===== config.mk =====
export PLATFORM = sky130hd
export DESIGN_NAME = pfd_lock_detect
export DESIGN_NICKNAME = d
export VERILOG_FILES = /design/src/rtl/ld_pkg.sv /design/src/rtl/pulse_width_meter.sv /design/src/rtl/error_classifier.sv /design/src/rtl/lock_fsm.sv /design/src/rtl/pfd_lock_detect.sv
export SDC_FILE = /design/constraint.sdc
export NUM_CORES = 1
export LEC_CHECK = 0
export BUFFER_PORTS_ARGS = -buffer_cell sky130_fd_sc_hd__clkbuf_2
export CAP_MARGIN = 20
export CORE_ASPECT_RATIO = 1.4
export CORE_UTILIZATION = 49
export DETAILED_ROUTE_END_ITERATION = 10
export PLACE_DENSITY = 0.67
export SETUP_SLACK_MARGIN = 0.3
export SLEW_MARGIN = 20
export SYNTH_ARGS = -nofsm -noshare
export SYNTH_HDL_FRONTEND = slang
export SYNTH_SLANG_ARGS = --single-unit

===== constraint.sdc =====
create_clock -name clk -period 3.7 [get_ports clk]
set_input_delay 0.74 -clock clk [delete_from_list [all_inputs] [get_ports clk]]
set_output_delay 0.74 -clock clk [all_outputs]
set_load 0.01 [all_outputs]

===== src/rtl/ld_pkg.sv =====
package ld_pkg;
   typedef enum logic [1:0] {
      ERR_GOOD = 2'd0,
      ERR_MID  = 2'd1,
      ERR_BAD  = 2'd2
   } err_class_e;
endpackage


===== src/rtl/pulse_width_meter.sv =====
module pulse_width_meter #(
   parameter int SAT = 26,
   parameter int W   = 5
) (
   input  logic         clk,
   input  logic         rst_n,
   input  logic         clr,
   input  logic         restart,
   input  logic         pulse,
   output logic [W-1:0] cnt
);
   localparam logic [W-1:0] SAT_V = W'(SAT);

   always_ff @(posedge clk or negedge rst_n) begin
      if (!rst_n)
         cnt <= '0;
      else if (clr)
         cnt <= '0;
      else if (restart)
         cnt <= pulse ? W'(1) : '0;
      else if (pulse && cnt != SAT_V)
         cnt <= cnt + 1'b1;
   end
endmodule


===== src/rtl/error_classifier.sv =====
module error_classifier
   import ld_pkg::*;
#(
   parameter int W       = 5,
   parameter int SET_CNT = 15,
   parameter int CLR_CNT = 25
) (
   input  logic [W-1:0] cnt_up,
   input  logic [W-1:0] cnt_dn,
   output err_class_e   cls
);
   localparam logic [W-1:0] SET_V = W'(SET_CNT);
   localparam logic [W-1:0] CLR_V = W'(CLR_CNT);

   logic [W-1:0] worst;

   always_comb begin
      worst = (cnt_up > cnt_dn) ? cnt_up : cnt_dn;
      if (worst < SET_V)
         cls = ERR_GOOD;
      else if (worst > CLR_V)
         cls = ERR_BAD;
      else
         cls = ERR_MID;
   end
endmodule


===== src/rtl/lock_fsm.sv =====
module lock_fsm
   import ld_pkg::*;
#(
   parameter int RUN_SHORT = 3,
   parameter int RUN_LONG  = 5,
   parameter int RUN_W     = 3
) (
   input  logic       clk,
   input  logic       rst_n,
   input  logic       clr,
   input  logic       strobe,
   input  logic       long_sel,
   input  err_class_e cls,
   output logic       locked
);
   logic [RUN_W-1:0] run;
   logic [RUN_W-1:0] need;
   logic [RUN_W-1:0] run_nxt;

   assign need    = long_sel ? RUN_W'(RUN_LONG) : RUN_W'(RUN_SHORT);
   assign run_nxt = run + 1'b1;

   always_ff @(posedge clk or negedge rst_n) begin
      if (!rst_n) begin
         locked <= 1'b0;
         run    <= '0;
      end else if (clr) begin
         locked <= 1'b0;
         run    <= '0;
      end else if (strobe) begin
         if (!locked) begin
            if (cls == ERR_GOOD) begin
               if (run_nxt >= need) begin
                  locked <= 1'b1;
                  run    <= '0;
               end else begin
                  run <= run_nxt;
               end
            end else begin
               run <= '0;
            end
         end else if (cls == ERR_BAD) begin
            locked <= 1'b0;
            run    <= '0;
         end
      end
   end
endmodule


===== src/rtl/pfd_lock_detect.sv =====
module pfd_lock_detect
   import ld_pkg::*;
#(
   parameter int SAMPLE_PS = 1000,
   parameter int SET_NS    = 15,
   parameter int CLR_NS    = 25,
   parameter int RUN_SHORT = 3,
   parameter int RUN_LONG  = 5
) (
   input  logic clk,
   input  logic rst_n,
   input  logic up_pulse,
   input  logic dn_pulse,
   input  logic ref_strobe,
   input  logic long_run_sel,
   input  logic det_clear,
   output logic lock_out
);
   localparam int SET_CNT = (SET_NS * 1000) / SAMPLE_PS;
   localparam int CLR_CNT = (CLR_NS * 1000) / SAMPLE_PS;
   localparam int SAT     = CLR_CNT + 1;
   localparam int CNT_W   = $clog2(SAT + 1);
   localparam int RUN_W   = $clog2(RUN_LONG + 1);
   localparam int NCH     = 2;

   if (SET_CNT < 1) begin : g_bad_set
      $error("set limit must be at least one sample period");
   end
   if (CLR_CNT < SET_CNT) begin : g_bad_clr
      $error("clear limit must not be below set limit");
   end
   if (RUN_SHORT < 1 || RUN_LONG < RUN_SHORT) begin : g_bad_run
      $error("run lengths must satisfy 1 <= short <= long");
   end

   logic [NCH-1:0]   pulses;
   logic [CNT_W-1:0] widths [NCH];
   err_class_e       cls;

   assign pulses = {dn_pulse, up_pulse};

   for (genvar i = 0; i < NCH; i++) begin : g_meter
      pulse_width_meter #(.SAT(SAT), .W(CNT_W)) u_meter (
         .clk     (clk),
         .rst_n   (rst_n),
         .clr     (det_clear),
         .restart (ref_strobe),
         .pulse   (pulses[i]),
         .cnt     (widths[i])
      );
   end

   error_classifier #(.W(CNT_W), .SET_CNT(SET_CNT), .CLR_CNT(CLR_CNT)) u_cls (
      .cnt_up (widths[0]),
      .cnt_dn (widths[1]),
      .cls    (cls)
   );

   lock_fsm #(.RUN_SHORT(RUN_SHORT), .RUN_LONG(RUN_LONG), .RUN_W(RUN_W)) u_fsm (
      .clk      (clk),
      .rst_n    (rst_n),
      .clr      (det_clear),
      .strobe   (ref_strobe),
      .long_sel (long_run_sel),
      .cls      (cls),
      .locked   (lock_out)
   );
endmodule


== Yosys cells after proc, flatten, opt, wreduce, memory -nomap -nowiden ==
Index checks and enable logic that the tools add are counted.
W data, S select, Z words.

* Flip-flop bits (word level): 14
* Latch bits: 0
* Bits in writable memories: 0
* Bits in read-only memories: 0
* Output and inout port bits: 1
* Memories: 0

* Add/subtract/negate cells: 3
* Multipliers: 0
* Div/mod/pow operators: 0
* $lt $le $gt $ge: 4
* Eq/ne operators: 4
* Shift operators: 0
* Mux-type cells: 24
* Bitwise logic cells: 0
* Reduce and logical (&&, ||, !) cells: 7

{| class="wikitable"
|+ Operator list
! operator !! count
|-
| $mux W5 || 7
|-
| $mux W3 || 7
|-
| $add A5 B1 Y5 const B || 2
|-
| $ne A5 B5 Y1 const B || 2
|-
| $mux W1 || 8
|-
| $reduce_bool A3 Y1 || 2
|-
| $gt A5 B5 Y1 || 1
|-
| $gt A5 B5 Y1 const B || 1
|-
| $lt A5 B4 Y1 const B || 1
|-
| $mux W2 || 2
|-
| $add A3 B1 Y3 const B || 1
|-
| $ge A3 B3 Y1 || 1
|-
| $ne A3 B3 Y1 const B || 1
|-
| $eq A2 B2 Y1 const B || 1
|-
| $logic_and A1 B1 Y1 || 2
|-
| $logic_not A2 Y1 || 1
|-
| $reduce_and A2 Y1 || 1
|-
| $reduce_bool A2 Y1 || 1
|}

== Depth between registers and ports, before layout ==
* Depth after elaboration: 10
* Mapped depth: 9

== Modules after synthesis ==
A second synthesis with hierarchy kept.

* Cell total of the unflattened synthesis: 116
* Area total of the unflattened synthesis: 1124.8 um2

{| class="wikitable"
|+ By module, submodules not included
! module !! times used !! cells each !! area each (um2)
|-
| pulse_width_meter || 2 || 28 || 292.8
|-
| lock_fsm || 1 || 28 || 295.3
|-
| error_classifier || 1 || 32 || 244.0
|}

== Least setup slack after synthesis ==
No wires, ideal clock.

* Kind: register -> register
* Start point: reg g_meter[1].u_meter.cnt[2]
* End point: reg u_fsm.locked
* Library setup time: 0.087 ns
* Arrival time: 1.723 ns
* Setup slack: 1.890 ns
* Cell stages (with the launch flop): 9
* Buffers on the path: 0
* Cell sequence: dfrtp_1 -> inv_2 -> ha_1 -> o211ai_1 -> a21oi_2 -> nor2_2 -> mux2i_1 -> a31oi_1 -> a211oi_2

* Cells in the longest elaborated chain, start to end: 10
* Elaborated cells on any way between the ends: 13
* Classes of those cells: 3 x order compare; 1 x eq/ne; 8 x mux; 1 x reduce/logical

{| class="wikitable"
|+ Ends and longest elaborated chain
! what !! RTL line !! RTL
|-
| start, declared || pulse_width_meter.sv:10 || <nowiki>output logic [W-1:0] cnt</nowiki>
|-
| start signal, assigned || pulse_width_meter.sv:20 || <nowiki>cnt <= pulse ? W'(1) : '0;</nowiki>
|-
| start signal, assigned || pulse_width_meter.sv:22 || <nowiki>cnt <= cnt + 1'b1;</nowiki>
|-
| $gt A5 B5 Y1 || error_classifier.sv:18 || <nowiki>worst = (cnt_up > cnt_dn) ? cnt_up : cnt_dn;</nowiki>
|-
| $mux W5 * || error_classifier.sv:18 ||
|-
| $gt A5 B5 Y1 || error_classifier.sv:21 || <nowiki>else if (worst > CLR_V)</nowiki>
|-
| $mux W2 || error_classifier.sv:21 ||
|-
| $mux W2 * || error_classifier.sv:19 || <nowiki>if (worst < SET_V)</nowiki>
|-
| $eq A2 B2 Y1 / $logic_not A2 Y1 (equally long branches) || lock_fsm.sv:42, lock_fsm.sv:32 ||
|-
| $mux W1, on equally long branches || lock_fsm.sv:42, lock_fsm.sv:32 ||
|-
| $mux W1 * || lock_fsm.sv:31 || <nowiki>if (!locked) begin</nowiki>
|-
| $mux W1 * || lock_fsm.sv:30 || <nowiki>end else if (strobe) begin</nowiki>
|-
| $mux W1 * || lock_fsm.sv:27 || <nowiki>end else if (clr) begin</nowiki>
|-
| end signal, assigned || lock_fsm.sv:28 || <nowiki>locked <= 1'b0;</nowiki>
|-
| end signal, assigned || lock_fsm.sv:34 || <nowiki>locked <= 1'b1;</nowiki>
|-
| end signal, assigned || lock_fsm.sv:43 || <nowiki>locked <= 1'b0;</nowiki>
|-
| end, declared || lock_fsm.sv:14 || <nowiki>output logic locked</nowiki>
|}

Mark *: on every way between the ends. The rest lies on a longest branch, timed or not. The select of a mux whose other input is x is not followed.
A chain may end at the register's enable or synchronous reset.

== Worst setup path after layout ==
Ends and elaborated chain as after synthesis.

==> flow_summary.yaml <==
outcome:
  outcome: "completed"
pwr:
  leakage_uw: 0.000515
  powerDensity_nw_per_um2: 310
  vdd_drop_max_uv: 197
  totalPowerFinal_uw: 345
yosys:
  synth-main-ff-cell: "dfrtp_1"
  synth_top_area_cell: "dfrtp_1"
  avgSynthCellArea_um2: 9.15
  yosysWarnings: 0
  synthArstFlopShare: 1.00
  synth_cell_types: 32
  synthTopCellsByArea: "dfrtp_1, ha_1, nor2_1"
  synth-edff-count: 0
  seq_area_frac_synth: 0.342
  synthCells: 112
  synthesis.area_um2: 1020
  ys_seq_elements: 14
  synth_nets: 131
  synth_top_area_share: 0.342
route:
  drc: 0
  routedWlPerCell_um: 13.8
  wirelength_mm: 1.96
  drtPass1Iterations: 4
  vias: 828
  drt-vias-per-instance: 5.83
  drtAntennaViolNets: 0
  drt-initial-drc-count: 17
floorplanning:
  die_w_um: 40.7
  ioPinCount: 8
  dieArea_um2: 2280
  die_height_um: 56.1
  core.rowCount: 19
  start_util: 0.519
  core_area_um2: 1970
timing:
  min_period_ns: 2.05
  maxSlewViolCount: 0
  rsz0062_at_grt: "false"
  max_slew_margin: 0.769
  skew_ns: 0.00753
  final-hold-violation-count: 0
  max_freq_mhz: 488
  fin_tns_setup_ns: 0
  worst_pin_slew_ns: 0.346
  min_period_over_period: 0.553
  finalSetupViolations: 0
clock_network:
  tritoncts: "done"
  cts_buffers: 3
  clock-sinks: 14
  clk_latency_ns: 0.28
  root_buffer: "clkbuf_4"
  cts_max_level: 1
  cts.clk_slew.worst_paths_ns: 0.08
  ctsHoldBuffers: 0
  clk_path_buf_depth: 2
  cts_setup_buffers: 0
  cts_resized: 0
grt:
  grt_max_degree: 15
  antenna_found_initial: 0
  grt_pass1_vias: 774
  gr-total-overflow: 0
  grt_usage: 0.211
  grt_pass1_wl_mm: 3.39
finish:
  num-nets-final: 141
  diodes: 0
  fillCellCount: 186
  area_delta_synth_final_pct: 8.55
  final_cell_mix: "nor2_1, dfrtp_1, ha_1"
  multi_input_area_um2: 634
  final_area_um2: 1110
  regArea_um2: 350
  mostFrequentLayoutCell: "nor2_1"
  final_util: 0.564
  drive_gt1_frac: 0.174
critical_path:
  worstPathArrival_ns: 2.24
  criticalPathCategory: "flop to flop"
  worst_setup_path_start_kind: "flop"
  cp-end-kind: "flop"
  worstPathRequired_ns: 3.89
  worstPathMaxFanout: 7
place:
  place_congestion: 0.768
  place_area_um2: 1080
  numPortBuffers: 7
  post-dp-hpwl_mm: 1.57
flow_run:
  maxCapViolations: 0
min_path:
  hp-class: "input pin to async pin"
==> critical path, stage by stage, from the launching register on <==
cell	delay, ns
dfrtp_1	0.45
inv_2	0.09
ha_1	0.30
o211ai_1	0.23
a21oi_2	0.07
nor2_2	0.18
mux2i_1	0.32
a31oi_1	0.14
a211oi_2	0.20
==> power breakdown <==
group	total, µW	internal [µW]	switching (µW)
sequential	170	160	9.19
clock	106	59.8	46.6
combinational	69.0	28.5	40.5
total	345	249	96.3
==> Yosys cell counts (3+ instances only) <==
master,n
xnor2_1,5
ha_1,12
nand2b_1,5
mux2i_1,3
nand3_1,3
nand4_1,4
inv_1,6
a21oi_1,6
o211ai_1,4
nor2_1,15
nand2_1,6
o21ai_1,3
dfrtp_1,14
==> final timing paths <==
| kind | start | endpoint | slack (ns) | cells past startpoint |
|---|---|---|---|---|
| hold reg to reg | u_fsm.run[1] | u_fsm.run[1] | 0.51 | 2 |
| setup reg to reg | g_meter[1].u_meter.cnt[2] | u_fsm.locked | 1.65 | 8 |
| min in group clk | u_fsm.run[1] | u_fsm.run[1] | 0.51 | 2 |
| hold / removal | rst_n | u_fsm.run[2] | 0.35 | 1 |
| setup / recovery | g_meter[1].u_meter.cnt[2] | u_fsm.locked | 1.65 | 8 |
| max in group asynchronous | rst_n | u_fsm.locked | 3.09 | 1 |
==> metrics by stage <==
stage	hold WS (ns)	worst slack [ns]	cells
global route	0.366	1.44	142
global placement	0.481	1.68	138
CTS	0.361	1.68	142
finish	0.352	1.65	142
floorplan	0.444	1.89	112
detailed placement	0.495	1.66	138
==> kinds of logic (layout without fill, tap and decap cells) <==
kind of cell / Yosys count / after routing / synth area share
simple gates: 40 / 40 / 0.193
compound gates: 26 / 26 / 0.190
flops: 14 / 14 / 0.342
fa+ha+maj: 12 / 12 / 0.147
buf+inv: 10 / 19 / 0.0391
xor+xnor: 7 / 7 / 0.0598
mux: 3 / 3 / 0.0293
==> registers in the layout (all words and copies together) (netlist names) <==
| register | flops |
|---|---|
| u_fsm.run | 3 |
| g_meter.u_meter.cnt | 10 |
| u_fsm.locked | 1 |
==> area by class of cell <==
class / instances / area share
clock buffer: 4 / 0.0326
inverter: 8 / 0.0270
multi-input combinational: 88 / 0.570
sequential: 14 / 0.315
tap: 21 / 0.0236
timing repair buffer: 7 / 0.0315
==> routing by layer <==
metal | global-route usage | share of wire | vias up
met1 | 0.290 | 0.47 | 386
met4 | 0.0810 | 0.018 | 0
li1 | - | - | 420
met5 | 0 | 0 | -
met2 | 0.324 | 0.48 | 16
met3 | 0.0280 | 0.029 | 6
(Power assumes the default switching activity.)
